===== src/rtl/dca_pkg.sv =====
package dca_pkg;
  typedef enum logic [1:0] {
    ST_IDLE = 2'd0,
    ST_RD   = 2'd1,
    ST_GAP  = 2'd2,
    ST_WR   = 2'd3
  } arb_state_e;
endpackage


===== src/rtl/dca_req_sync.sv =====
module dca_req_sync #(
  parameter bit BYPASS = 1'b0
) (
  input  logic clk,
  input  logic rst,
  input  logic d_i,
  output logic q_o
);
  generate
    if (BYPASS) begin : g_direct
      assign q_o = d_i;
    end else begin : g_two_flop
      logic stage1, stage2;
      always_ff @(posedge clk) begin
        if (rst) begin
          stage1 <= 1'b0;
          stage2 <= 1'b0;
        end else begin
          stage1 <= d_i;
          stage2 <= stage1;
        end
      end
      assign q_o = stage2;

      // Checker counter: wait two cycles after reset before comparing against history.
      logic [1:0] settle;
      always_ff @(posedge clk) begin
        if (rst) settle <= 2'd0;
        else if (settle != 2'd2) settle <= settle + 2'd1;
      end

      p_sync_delay_r7: assert property (@(posedge clk) disable iff (rst)
        (settle == 2'd2) |-> (q_o == $past(d_i, 2)));
    end
  endgenerate
endmodule


===== src/rtl/dca_prio_pick.sv =====
module dca_prio_pick #(
  parameter int NUM_CH = 4
) (
  input  logic [NUM_CH-1:0] req_i,
  output logic [NUM_CH-1:0] pick_o,
  output logic              any_o
);
  always_comb begin
    pick_o = '0;
    for (int i = NUM_CH - 1; i >= 0; i--) begin
      if (req_i[i]) begin
        pick_o    = '0;
        pick_o[i] = 1'b1;
      end
    end
  end

  assign any_o = |req_i;

  always_comb begin
    if (any_o) p_pick_onehot_r2: assert ($onehot(pick_o));
  end
endmodule


===== src/rtl/dca_phase_fsm.sv =====
module dca_phase_fsm
  import dca_pkg::*;
#(
  parameter int NUM_CH    = 4,
  parameter int TURN_GAP  = 3,
  parameter int MAX_BEATS = 16
) (
  input  logic              clk,
  input  logic              rst,
  input  logic              any_req_i,
  input  logic [NUM_CH-1:0] pick_i,
  input  logic              beat_i,
  input  logic              last_i,
  output logic [NUM_CH-1:0] gnt_o,
  output logic              phase_o,
  output logic              busy_o
);
  localparam int GAP_W  = (TURN_GAP < 1) ? 1 : $clog2(TURN_GAP + 1);
  localparam int BEAT_W = $clog2(MAX_BEATS + 1);

  arb_state_e        state;
  logic [GAP_W-1:0]  gap_cnt;
  logic [BEAT_W-1:0] beat_cnt;
  logic              burst_end;

  assign burst_end = beat_i && (last_i || (beat_cnt == BEAT_W'(MAX_BEATS - 1)));

  always_ff @(posedge clk) begin
    if (rst) begin
      state    <= ST_IDLE;
      gnt_o    <= '0;
      phase_o  <= 1'b0;
      busy_o   <= 1'b0;
      gap_cnt  <= '0;
      beat_cnt <= '0;
    end else begin
      unique case (state)
        ST_IDLE: begin
          beat_cnt <= '0;
          if (any_req_i) begin
            gnt_o   <= pick_i;
            state   <= ST_RD;
            busy_o  <= 1'b1;
            phase_o <= 1'b0;
          end
        end
        ST_RD: begin
          if (burst_end) begin
            beat_cnt <= '0;
            phase_o  <= 1'b1;
            if (TURN_GAP == 0) begin
              state  <= ST_WR;
              busy_o <= 1'b1;
            end else begin
              state   <= ST_GAP;
              busy_o  <= 1'b0;
              gap_cnt <= GAP_W'(TURN_GAP);
            end
          end else if (beat_i) begin
            beat_cnt <= beat_cnt + 1'b1;
          end
        end
        ST_GAP: begin
          if (gap_cnt <= GAP_W'(1)) begin
            state  <= ST_WR;
            busy_o <= 1'b1;
          end else begin
            gap_cnt <= gap_cnt - 1'b1;
          end
        end
        ST_WR: begin
          if (burst_end) begin
            beat_cnt <= '0;
            state    <= ST_IDLE;
            gnt_o    <= '0;
            busy_o   <= 1'b0;
            phase_o  <= 1'b0;
          end else if (beat_i) begin
            beat_cnt <= beat_cnt + 1'b1;
          end
        end
        default: state <= ST_IDLE;
      endcase
    end
  end

  p_gnt_onehot_r3: assert property (@(posedge clk) disable iff (rst)
    $onehot0(gnt_o));

  p_busy_has_gnt_r4: assert property (@(posedge clk) disable iff (rst)
    busy_o |-> (gnt_o != '0));

  p_hold_grant_r4: assert property (@(posedge clk) disable iff (rst)
    ((gnt_o != '0) && !((state == ST_WR) && burst_end)) |=> $stable(gnt_o));

  p_gap_idle_r5: assert property (@(posedge clk) disable iff (rst)
    (state == ST_GAP) |-> (!busy_o && phase_o && (gnt_o != '0)));

  p_release_r6: assert property (@(posedge clk) disable iff (rst)
    ((state == ST_WR) && burst_end) |=> ((gnt_o == '0) && !busy_o));

  p_beat_cap_r9: assert property (@(posedge clk) disable iff (rst)
    (beat_cnt < BEAT_W'(MAX_BEATS)));
endmodule


===== src/rtl/dma_chan_arbiter.sv =====
module dma_chan_arbiter #(
  parameter int          NUM_CH      = 4,
  parameter int          TURN_GAP    = 3,
  parameter int          MAX_BEATS   = 16,
  parameter logic [31:0] BYPASS_MASK = 32'h0000_0003
) (
  input  logic              clk,
  input  logic              rst,
  input  logic [NUM_CH-1:0] req_i,
  input  logic              beat_i,
  input  logic              last_i,
  output logic [NUM_CH-1:0] gnt_o,
  output logic              phase_o,
  output logic              busy_o
);
  logic [NUM_CH-1:0] req_s;
  logic [NUM_CH-1:0] pick;
  logic              any_req;

  generate
    for (genvar i = 0; i < NUM_CH; i++) begin : g_ch
      dca_req_sync #(.BYPASS(BYPASS_MASK[i])) u_sync (
        .clk (clk),
        .rst (rst),
        .d_i (req_i[i]),
        .q_o (req_s[i])
      );
    end
  endgenerate

  dca_prio_pick #(.NUM_CH(NUM_CH)) u_pick (
    .req_i  (req_s),
    .pick_o (pick),
    .any_o  (any_req)
  );

  dca_phase_fsm #(
    .NUM_CH    (NUM_CH),
    .TURN_GAP  (TURN_GAP),
    .MAX_BEATS (MAX_BEATS)
  ) u_fsm (
    .clk       (clk),
    .rst       (rst),
    .any_req_i (any_req),
    .pick_i    (pick),
    .beat_i    (beat_i),
    .last_i    (last_i),
    .gnt_o     (gnt_o),
    .phase_o   (phase_o),
    .busy_o    (busy_o)
  );
endmodule


===== config.mk =====
export PLATFORM = sky130hd
export DESIGN_NAME = dma_chan_arbiter
export DESIGN_NICKNAME = d
export VERILOG_FILES = /design/src/rtl/dca_pkg.sv /design/src/rtl/dca_req_sync.sv /design/src/rtl/dca_prio_pick.sv /design/src/rtl/dca_phase_fsm.sv /design/src/rtl/dma_chan_arbiter.sv
export SDC_FILE = /design/constraint.sdc
export NUM_CORES = 1
export LEC_CHECK = 0
export BUFFER_PORTS_ARGS = -buffer_cell sky130_fd_sc_hd__buf_4
export CAP_MARGIN = 20
export CELL_PAD_IN_SITES_DETAIL_PLACEMENT = 1
export CELL_PAD_IN_SITES_GLOBAL_PLACEMENT = 2
export CORE_ASPECT_RATIO = 0.5
export CORE_MARGIN = 2
export CORE_UTILIZATION = 33
export CTS_CLUSTER_SIZE = 25
export DETAILED_ROUTE_END_ITERATION = 16
export GPL_TIMING_DRIVEN = 0
export PLACE_DENSITY_LB_ADDON = 0.1
export SYNTH_ARGS = -nofsm -noshare
export SYNTH_HDL_FRONTEND = slang
export SYNTH_SLANG_ARGS = --single-unit

===== constraint.sdc =====
create_clock -name clk -period 2.3 [get_ports clk]
set_input_delay 0.345 -clock clk [delete_from_list [all_inputs] [get_ports clk]]
set_output_delay 0.345 -clock clk [all_outputs]
set_load 0.05 [all_outputs]

==> results of run 1 <==
[Yosys cell counts (all sizes together) (2+ instances only)]
| cell type | n | area share |
|---|---|---|
| clkbuf | 3 | 0.012 |
| dfxtp | 19 | 0.40 |
| nand2b | 2 | 0.013 |
| o21a | 2 | 0.016 |
| a31o | 4 | 0.037 |
| or2 | 2 | 0.013 |
| nor2 | 7 | 0.030 |
| o21ai | 7 | 0.037 |
| inv | 7 | 0.027 |
| nand2 | 8 | 0.031 |
| and3 | 2 | 0.014 |
| nor4 | 2 | 0.013 |
| ha | 8 | 0.10 |
| a21oi | 4 | 0.025 |
| nor2b | 4 | 0.026 |
| o311ai | 2 | 0.018 |
| nand3 | 5 | 0.026 |
[flip-flops by register name, indices dropped and copies added, names as in the netlist]
register and cells:
u_fsm.beat_cnt 5, u_fsm.busy_o 1, u_fsm.gnt_o 4, u_fsm.phase_o 1, g_ch.u_sync.g_two_flop.stage1 2, g_ch.u_sync.q_o 2, u_fsm.state 2, u_fsm.gap_cnt 2
[worst max-delay path, cell delays in order, from the launching register on]
cell,delay (ns)
sky130_fd_sc_hd__dfxtp_1,0.33
sky130_fd_sc_hd__ha_1,0.23
sky130_fd_sc_hd__and3_1,0.20
sky130_fd_sc_hd__ha_1,0.19
sky130_fd_sc_hd__o21a_1,0.22
sky130_fd_sc_hd__or2_1,0.22
sky130_fd_sc_hd__buf_6,0.13
sky130_fd_sc_hd__or3_4,0.36
sky130_fd_sc_hd__a21oi_2,0.13
[per-layer routing]
| metal | GRT usage | vias to the layer above | share of wire | wire length (microns) |
|---|---|---|---|---|
| met3 | 0.05819 | 2 | 0.052 | 119 |
| met1 | 0.1908 | 402 | 0.49 | 1119 |
| met5 | 0 | - | 0 | 0 |
| li1 | - | 413 | - | - |
| met2 | 0.2717 | 15 | 0.46 | 1056 |
| met4 | 0.03390 | 0 | 0.0035 | 8 |
[cells in the final DEF (no fill, tap or decap), drive strengths merged]
cell type,instances
a211o,1
a21o,1
a21oi,4
a311oi,1
a31o,4
a31oi,1
a32oi,1
and2,1
and3,2
and4,1
buf,13
clkbuf,6
clkinv,1
dfxtp,19
ha,8
inv,7
mux2,1
nand2,8
nand2b,2
nand3,5
nand3b,1
nand4,1
nand4b,1
nor2,7
nor2b,4
nor4,2
nor4b,1
o211ai,1
o21a,2
o21ai,7
o311ai,2
o31ai,1
o32ai,1
or2,2
or3,1
or3b,1
[worst paths after layout]
check / slack, ns / start / endpoint
worst max-delay path: 0.21 / u_fsm.beat_cnt[0] / u_fsm.beat_cnt[4]
worst min-delay path: 0.31 / req_i[2] / g_ch[2].u_sync.g_two_flop.stage1
worst max register to register: 0.21 / u_fsm.beat_cnt[0] / u_fsm.beat_cnt[4]
worst min register to register: 0.43 / g_ch[2].u_sync.g_two_flop.stage1 / g_ch[2].u_sync.q_o
[stage by stage]
stage	setup WS, ns	utilization	area [sq um]	total power (uW)
CTS	0.2090	0.4256	1142	1313
finish	0.2065	0.4256	1142	1298
global placement	0.2693	0.4084	1096	1036
floorplan	0.3596	-	959.7	910.5
global route	0.09973	0.4256	1142	1405
detailed placement	0.2277	0.4084	1096	1071
[power by group through the flow]
stage / Sequential (uW) / Combinational (uW) / Clock (uW)
2_1_floorplan: 526 / 384 / 0
3_3_place_gp: 450 / 586 / 0
3_5_place_dp: 458 / 614 / 0
4_1_cts: 451 / 618 / 243
5_1_grt: 462 / 689 / 254
6_report: 450 / 614 / 234
[logic make-up (layout without fill, tap and decap cells)]
group,count (synthesis),in the layout
AND/OR/NAND/NOR,40,40
AO/OA/AOI/OAI,27,27
buffers and inverters,11,27
flip-flops,19,19
multiplexers,1,1
adder cells (fa/ha/maj),8,8
[area by class of cell]
class,instances,area (sq um),area share
well taps,37,46.29,0.04053
multi-input cells,76,530.5,0.4644
flip-flops and latches,19,380.4,0.3330
clock inverters,1,5.005,0.004381
clock buffers,3,41.29,0.03614
plain buffers,4,22.52,0.01972
inverters,7,26.28,0.02300
repair buffers,12,90.09,0.07886
==> reports/qor.csv, run 1 <==
stage;metric;value;unit
status;run_status;complete, no violations;
sta;fin_crit_sh;0.9102;
logic_synthesis;ys_types;39;
finish;layout-drive-gt1-share;0.2295;
route;first_pass_iteration_count_of_the_detailed_router;4;
power;leakagePower;0.0004570;uW
die;die_w;80.27;microns
clock_tree;htree_levels;1;
logic_synthesis;dominantRegCellSynth;sky130_fd_sc_hd__dfxtp_1;
global_route;grt_first_pass_wirelength;4.146;mm
clock_tree;cts_inserted_buffers;3;
sta;maxClockFrequency;0.4777;GHz
logic_synthesis;synth_simple_gate_area_share;0.2373;
clock_tree;maximum_buffer_depth_of_the_clock_tree;2;
hold_path;min_path_cells;2;
flow_run;max_cap_viol_count;0;
place;gp_congestion;0.7658;
die;rows;13;
logic_synthesis;yosysSeqAreaShare;0.3963;
clock_tree;clk_pin_slew;0.07;ns
sta;setup_tns;0;ns
sta;drv_slew;0;
die;die_height;42.13;microns
sta;maxSlewHeadroom;0.6239;
finish;insertedDiodeCount;0;
die;design.core.area;2684;sq um
logic_synthesis;synthXorXnorAreaFrac;0;
setup_path;crit_required;2.49;ns
finish;finalNonFillerCells;159;
sta;worst_margin_slew;0.5642;ns
global_route;first_global_vias;890;
global_route;antenna_violations_before_repair;0;
setup_path;timing.critical_path.to_type;register;
logic_synthesis;synth-edff-count;0;
logic_synthesis;synth.net_count;122;
route;detailroute.via_count;832;
clock_tree;clk_root_buffer_cell;sky130_fd_sc_hd__clkbuf_8;
sta;final-hold-violation-count;0;
power;power.density;1136;nW/um^2
logic_synthesis;mappedNetlistArea;959.7;sq um
global_route;grt_max_degree;12;
sta;setup-violations-final;0;
sta;rsz0062_at_grt;no;
route;finalWirelength;2.303;mm
setup_path;critical_path_peak_fanout;7;
logic_synthesis;synth_compound_area_frac;0.1995;
finish;fin_nets;139;
logic_synthesis;synth_cells;106;
power;switching_share;0.4141;
setup_path;worstSetupPathType;reg -> reg;
setup_path;worst-endpoint-arrival;2.28;ns
finish;syn_to_final_growth;19.04;%
power;power.share.clock;0.180;
die;effective_utilization_at_floorplan;0.3576;
logic_synthesis;synth.ff_latch_count;19;
hold_path;min-delay-path-class;in -> reg;
power;sequential_power_share;0.347;
place;port-buffer-count;12;
logic_synthesis;asyncSetResetFlopFracSynth;0;
route;drt-initial-drc-count;25;
route;route.detailed.wl_per_inst;14.48;microns
clock_tree;hold_buf_cts;0;
route;route.detailed.vias_per_inst;5.233;
route;postRouteAntennaNets;0;
place;numPlacedInstances;155;
logic_synthesis;synth-warning-count;0;
clock_tree;numClockSinks;19;
power;p_comb_frac;0.473;
sta;final.hold.worst_slack;0.3103;ns
die;pin_count;14;
global_route;grt_util_all_layers;0.1584;
place;hpwlAfterDp;1.823;mm
finish;nFillCells;332;
power;max-vdd-ir-drop;0.3245;mV
sta;fin_crit;2.093;ns
setup_path;timing.reg2reg.worst_path_depth;8;
global_route;globalRouteOverflowTotal;0;
setup_path;setup.worst_path.start_class;register;
logic_synthesis;yosys-mux-area-fraction;0.01173;
logic_synthesis;yosys.area_share.adder;0.1043;
sta;worst_clock_skew;0.006870;ns
logic_synthesis;synth_top_family_by_area;simple AND/OR/NAND/NOR gates;
logic_synthesis;synthesis.area_per_instance;9.053;sq um
clock_tree;ctsResizeCount;0;
clock_tree;postCtsSetupBuffers;0;
route;post-route-drc-count;0;
power;internal-power;760.7;uW
clock_tree;clk_latency;0.26;ns
die;die_area;3382;sq um
power;power_spent_charging_and_discharging_nets;537.5;uW
clock_tree;tritoncts;yes;
Note: power is estimated with default switching activity, not from simulation.
==> run 2, diff against run 1 <==
CORE_UTILIZATION = 30   (was 33)
clock period = 1.8 ns   (was 2.3 ns; I/O delays follow)
==> run 2 against run 1 <==
The flow now finishes with violations (setup timing). Clock skew barely moved. Flip-flop and latch count did not move. Core utilization fell by 0.90 points. Die area rose by 9.3%. Via count rose by 1.1%. Register-to-register slack got worse by 0.29 ns. Critical path type unchanged. Highest routed layer unchanged.
==> reports/qor.csv, run 2 (synthesized netlist as in run 1, its figures left out) <==
stage;metric;value;unit;change
clock_tree;htree_levels;1;;unchanged
sta;rsz0062_at_grt;yes;;
finish;insertedDiodeCount;0;;unchanged
power;power.density;1403;nW/um^2;+23%
status;run_status;finished, violations left;;
route;wl_met1;1.201;mm;+7.3%
global_route;first_global_vias;813;;-8.7%
place;numPlacedInstances;158;;+1.9%
power;finalPower;1771;uW;+36%
sta;setup-violations-final;4;;+4
clock_tree;cts_inserted_buffers;3;;unchanged
clock_tree;numClockSinks;19;;unchanged
place;port-buffer-count;12;;unchanged
global_route;antenna_violations_before_repair;0;;unchanged
sta;setup_tns;-0.2017;ns;-0.2017 ns
route;detailroute.via_count;841;;+1.1%
finish;layout_common_cells;sky130_fd_sc_hd__dfxtp_1, sky130_fd_sc_hd__buf_4, sky130_fd_sc_hd__nand2_1;;
die;pin_count;14;;unchanged
finish;regMostFlops;u_fsm.beat_cnt;;
die;die_w;83.99;microns;+4.6%
finish;most_common_cell_after_layout_fill_and_taps_aside;sky130_fd_sc_hd__dfxtp_1;;
clock_tree;hold_buf_cts;0;;unchanged
place;gp_congestion;0.7840;;+2.4%
route;wl_met3;77;microns;-35%
finish;fin_nets;142;;+2.2%
global_route;grt_max_degree;12;;unchanged
route;post-route-drc-count;0;;unchanged
setup_path;crit_required;1.99;ns;-0.50 ns
global_route;globalRouteOverflowTotal;0;;unchanged
route;route.detailed.vias_per_inst;5.097;;-2.6%
die;die_height;44.00;microns;+4.4%
sta;worst_clock_skew;0.006815;ns;-0.00005496 ns
route;routed.top_layer;met4;;
setup_path;setup.worst_path.start_class;register;;
route;postRouteAntennaNets;0;;unchanged
clock_tree;tritoncts;yes;;
global_route;grt_util_all_layers;0.1363;;-0.02210
power;max-vdd-ir-drop;0.6692;mV;+110%
finish;fin_area;1262;sq um;+11%
route;first_pass_iteration_count_of_the_detailed_router;4;;unchanged
hold_path;hold_path_startpoint;req_i[2];;
finish;syn_to_final_growth;31.55;%;
clock_tree;clk_pin_slew;0.07;ns;about the same
die;die_area;3695;sq um;+9.3%
sta;maxSlewHeadroom;0.6047;;-0.01922
hold_path;min-delay-path-class;in -> reg;;
route;route.detailed.wl_per_inst;14.27;microns;-1.5%
sta;worst_margin_slew;0.5930;ns;+0.02883 ns
sta;layout_setup_ws;-0.08103;ns;-0.2875 ns
setup_path;rr_startpoint;u_fsm.beat_cnt[0];;
clock_tree;clk_root_buffer_cell;sky130_fd_sc_hd__clkbuf_8;;
setup_path;worst-endpoint-arrival;2.07;ns;-0.21 ns
place;placed_instance_area;1121;sq um;+2.3%
sta;drv_slew;0;;unchanged
die;rows;14;;+1
sta;final-hold-violation-count;0;;unchanged
finish;layout-drive-gt1-share;0.3280;;+0.09849
finish;top_regs;u_fsm.beat_cnt x5, u_fsm.gnt_o x4;;
sta;maxClockFrequency;0.5316;GHz;+11%
clock_tree;maximum_buffer_depth_of_the_clock_tree;2;;unchanged
global_route;grt_first_pass_wirelength;3.836;mm;-7.5%
route;finalWirelength;2.355;mm;+2.3%
finish;finalNonFillerCells;165;;+3.8%
setup_path;setup.worst_path.start;u_fsm.beat_cnt[0];;
sta;fin_crit_sh;1.045;;+0.1348
route;drt-initial-drc-count;37;;+48%
finish;nFillCells;359;;+8.1%
status;failed_checks;setup timing;;
setup_path;timing.critical_path.to_type;register;;
setup_path;worstSetupPathType;reg -> reg;;
place;hpwlAfterDp;1.689;mm;-7.3%
die;effective_utilization_at_floorplan;0.3167;;-0.04090
flow_run;max_cap_viol_count;0;;unchanged
setup_path;critical_path_peak_fanout;3;;-4
sta;fin_crit;1.881;ns;-0.2125 ns
route;routed-wl-met2;1.067;mm;+1.0%
die;design.core.area;3030;sq um;+13%
finish;largest_register_ffs;5;;unchanged
power;leakagePower;0.0004875;uW;+6.7%
clock_tree;clk_latency;0.26;ns;about the same
==> run 2: cell types whose count changed in the layout (fill, tap and decap cells not counted), sizes merged <==
cell / previous run / this run
buf: 13 / 16
==> run 2: final timing paths <==
| check | slack, ns | cells after the start | endpoint |
|---|---|---|---|
| setup / recovery | -0.08 | 8 | u_fsm.beat_cnt[0] |
| hold / removal | 0.22 | 2 | g_ch[2].u_sync.g_two_flop.stage1 |
| setup reg to reg | -0.08 | 8 | u_fsm.beat_cnt[0] |
| hold reg to reg | 0.44 | 1 | g_ch[3].u_sync.q_o |
==> run 2: power breakdown <==
group          total, uW  internal [uW]  switching, uW  leakage (uW)
Combinational        888            370            518      0.000305
Clock                305            154            151     0.0000255
Sequential           578            510           68.7      0.000157
Total               1770           1030            737      0.000487
==> run 2: cell type report <==
class / count / area [sq um] / share of cell area
tap: 40 / 50.05 / 0.03964
clock inverter: 1 / 5.005 / 0.003964
buffer: 3 / 11.26 / 0.008920
clock buffer: 3 / 41.29 / 0.03271
inverter: 7 / 26.28 / 0.02081
timing repair buffer: 16 / 123.9 / 0.09812
multi-input combinational: 76 / 621.8 / 0.4926
sequential: 19 / 382.9 / 0.3033
==> run 2: repair_timing <==
action	4_1_cts	5_1_grt
gates cloned	0	0
resized for setup	9	6
endpoints found under the setup margin	9	12
setup buffers	3	1
pin swaps	3	4
==> run 2: metal layers <==
metal,vias to the layer above,GRT usage
li1,424,-
met1,404,0.1830
met2,11,0.2176
met3,2,0.05714
met4,0,0.009677
met5,-,0
==> run 2: critical path: stages, from the launching register on <==
cell and delay (ns):
sky130_fd_sc_hd__dfxtp_2 0.34, sky130_fd_sc_hd__ha_4 0.16, sky130_fd_sc_hd__and3_4 0.18, sky130_fd_sc_hd__ha_4 0.15, sky130_fd_sc_hd__o21a_4 0.20, sky130_fd_sc_hd__buf_6 0.11, sky130_fd_sc_hd__a211o_4 0.33, sky130_fd_sc_hd__mux2_4 0.27
sky130_fd_sc_hd__nor2_1 0.07
==> run 2: through the flow <==
step                utilization  hold slack (ns)  worst slack, ns
floorplan                     -           0.3982         -0.06577
global placement         0.3699           0.4170          -0.1592
detailed placement       0.3699           0.4308          -0.1595
CTS                      0.4026           0.2241         -0.06595
global route             0.4166           0.2278          -0.1325
finish                   0.4166           0.2237         -0.08103
==> run 3, diff against run 2 <==
SETUP_SLACK_MARGIN = 0.05   (was unset)
==> run 3 against run 2 <==
Die area stayed put. Combinational power is 3.5% higher. Core utilization fell by 0.21 points. Hold slack gained 0.00096 ns. Sequential share of layout area increased by 0.15 points. Fmax shrank 1.1%. First-iteration DRC count grew 5.4%. Critical path depth stayed put. Wire length shrank 1.1%. Sequential power is essentially flat. Power increased by 1.8%. The flow still finishes with violations (setup timing).
==> reports/qor.csv, run 3 (synthesized netlist as in run 1, its figures left out) <==
stage;metric;value;unit;change
sta;rsz0062_at_grt;yes;;
status;run_status;finished, violations left;;
clock_tree;tritoncts;yes;;
place;numPlacedInstances;158;;unchanged
power;power_spent_charging_and_discharging_nets;733.0;uW;-0.61%
finish;insertedDiodeCount;0;;unchanged
clock_tree;htree_levels;1;;unchanged
route;drt-initial-drc-count;39;;+5.4%
finish;most_common_cell_after_layout_fill_and_taps_aside;sky130_fd_sc_hd__buf_4;;
sta;worst_margin_slew;0.5831;ns;-0.009918 ns
global_route;grt_first_pass_wirelength;3.864;mm;+0.73%
setup_path;crit_required;1.96;ns;-0.03 ns
place;gp_congestion;0.7840;;unchanged
power;max-vdd-ir-drop;0.6841;mV;+2.2%
die;rows;14;;unchanged
die;die_w;83.99;microns;unchanged
finish;top_regs;u_fsm.beat_cnt x5, u_fsm.gnt_o x4;;
clock_tree;hold_buf_cts;0;;unchanged
place;placed_instance_area;1121;sq um;unchanged
clock_tree;clk_latency;0.26;ns;about the same
status;failed_checks;setup timing;;
sta;setup-violations-final;6;;+2
sta;fin_crit;1.902;ns;+0.02103 ns
clock_tree;clk_root_buffer_cell;sky130_fd_sc_hd__clkbuf_8;;
finish;syn_to_final_growth;30.90;%;
finish;regMostFlops;u_fsm.beat_cnt;;
finish;largest_register_ffs;5;;unchanged
route;post-route-drc-count;0;;unchanged
finish;multi_input_comb_area;585.6;sq um;-5.8%
sta;layout_setup_ws;-0.1021;ns;-0.02103 ns
finish;fin_nets;146;;+2.8%
power;switching_share;0.4066;;-0.009762
sta;final-hold-violation-count;0;;unchanged
power;power.share.clock;0.170;;-0.002
finish;layout-drive-gt1-share;0.3333;;+0.005333
place;hpwlAfterDp;1.689;mm;unchanged
finish;ff_latch_area;382.9;sq um;unchanged
setup_path;timing.critical_path.to_type;register;;
setup_path;worstSetupPathType;reg -> reg;;
power;sequential_power_share;0.320;;-0.007
die;design.core.area;3030;sq um;unchanged
setup_path;critical_path_peak_fanout;7;;+4
finish;nFillCells;374;;+4.2%
sta;maxSlewHeadroom;0.6113;;+0.006612
clock_tree;cts_inserted_buffers;3;;unchanged
global_route;antenna_violations_before_repair;0;;unchanged
global_route;first_global_vias;818;;+0.62%
route;first_pass_iteration_count_of_the_detailed_router;4;;unchanged
die;die_area;3695;sq um;unchanged
route;detailroute.via_count;847;;+0.71%
clock_tree;clk_pin_slew;0.08;ns;about the same
die;pin_count;14;;unchanged
clock_tree;numClockSinks;19;;unchanged
route;postRouteAntennaNets;0;;unchanged
sta;maxClockFrequency;0.5257;GHz;-1.1%
die;die_height;44.00;microns;unchanged
power;p_comb_frac;0.510;;+0.008
sta;fin_crit_sh;1.057;;+0.01168
power;leakagePower;0.0004933;uW;+1.2%
route;route.detailed.wl_per_inst;13.78;microns;-3.5%
global_route;globalRouteOverflowTotal;0;;unchanged
setup_path;setup.worst_path.start_class;register;;
flow_run;max_cap_viol_count;0;;unchanged
power;power.density;1435;nW/um^2;+2.3%
finish;layout_common_cells;sky130_fd_sc_hd__buf_4, sky130_fd_sc_hd__dfxtp_1, sky130_fd_sc_hd__nand2_1;;
finish;finalNonFillerCells;169;;+2.4%
hold_path;min-delay-path-class;in -> reg;;
setup_path;regToRegSetupSlack;-0.10;ns;-0.02 ns
route;route.detailed.vias_per_inst;5.012;;-1.7%
sta;drv_slew;0;;unchanged
clock_tree;maximum_buffer_depth_of_the_clock_tree;2;;unchanged
sta;worst_clock_skew;0.008518;ns;+0.001703 ns
setup_path;worst-endpoint-arrival;2.06;ns;about the same
power;internal-power;1070;uW;+3.5%
global_route;grt_util_all_layers;0.1367;;+0.0004156
place;port-buffer-count;12;;unchanged
route;finalWirelength;2.328;mm;-1.1%
die;effective_utilization_at_floorplan;0.3167;;unchanged
finish;fin_area;1256;sq um;-0.50%
global_route;grt_max_degree;12;;unchanged
## run 3: cell types whose count changed in the layout (fill, tap and decap cells not counted), sizes merged
cell / before / now
buf: 16 / 20
## run 3: final timing paths
kind                            depth (start not counted)                              from                                to
worst max register to register                          8                 u_fsm.beat_cnt[1]                    u_fsm.state[1]
worst min-delay path                                    2                          req_i[2]  g_ch[2].u_sync.g_two_flop.stage1
worst max-delay path                                    8                 u_fsm.beat_cnt[1]                    u_fsm.state[1]
worst min register to register                          1  g_ch[3].u_sync.g_two_flop.stage1                g_ch[3].u_sync.q_o
## run 3: final cells by class
| cell class | count | share of cell area |
|---|---|---|
| plain buffers | 4 | 0.01793 |
| clock buffers | 3 | 0.03287 |
| clock inverters | 1 | 0.003984 |
| inverters | 7 | 0.02092 |
| multi-input cells | 76 | 0.4661 |
| flip-flops and latches | 19 | 0.3048 |
| well taps | 40 | 0.03984 |
| repair buffers | 19 | 0.1135 |
## run 3: per-layer routing
metal	up-vias	routed length, microns	global-route usage
met5	-	0	0
met4	0	25	0.01613
met3	4	102	0.05905
met2	16	1033	0.2208
met1	397	1166	0.1784
li1	430	-	-
## run 3: power by group through the flow
stage	Clock, uW	Sequential (uW)	Combinational [uW]
final	306	578	919
after global routing	338	591	1010
after CTS	314	577	835
after detailed placement	0	584	784
after global placement	0	582	782
after floorplan	0	673	491
## run 3: per-stage QoR
step	setup slack [ns]	total power, uW	utilization	setup TNS (ns)	hold slack [ns]
6_report	-0.1021	1803	0.4145	-0.3417	0.2247
3_3_place_gp	-0.1592	1365	0.3699	-0.7130	0.4170
4_1_cts	-0.1246	1726	0.4013	-0.5789	0.2241
3_5_place_dp	-0.1595	1368	0.3699	-0.7236	0.4308
5_1_grt	-0.1700	1941	0.4145	-0.8690	0.2250
2_1_floorplan	-0.06577	1164	-	-0.1600	0.3982
## run 3: repair_timing
action                     4_1_cts  5_1_grt
setup buffers                    3        4
setup endpoints to repair       13       11
resized for setup                5        4
pin swaps                        3        2
## run 3: worst max-delay path, cell delays in order, from the launching register on
cell	delay (ns)
sky130_fd_sc_hd__dfxtp_2	0.34
sky130_fd_sc_hd__ha_4	0.16
sky130_fd_sc_hd__and3_4	0.18
sky130_fd_sc_hd__ha_4	0.15
sky130_fd_sc_hd__o21a_1	0.18
sky130_fd_sc_hd__or2_1	0.22
sky130_fd_sc_hd__buf_6	0.13
sky130_fd_sc_hd__and3_2	0.19
sky130_fd_sc_hd__a31o_2	0.25
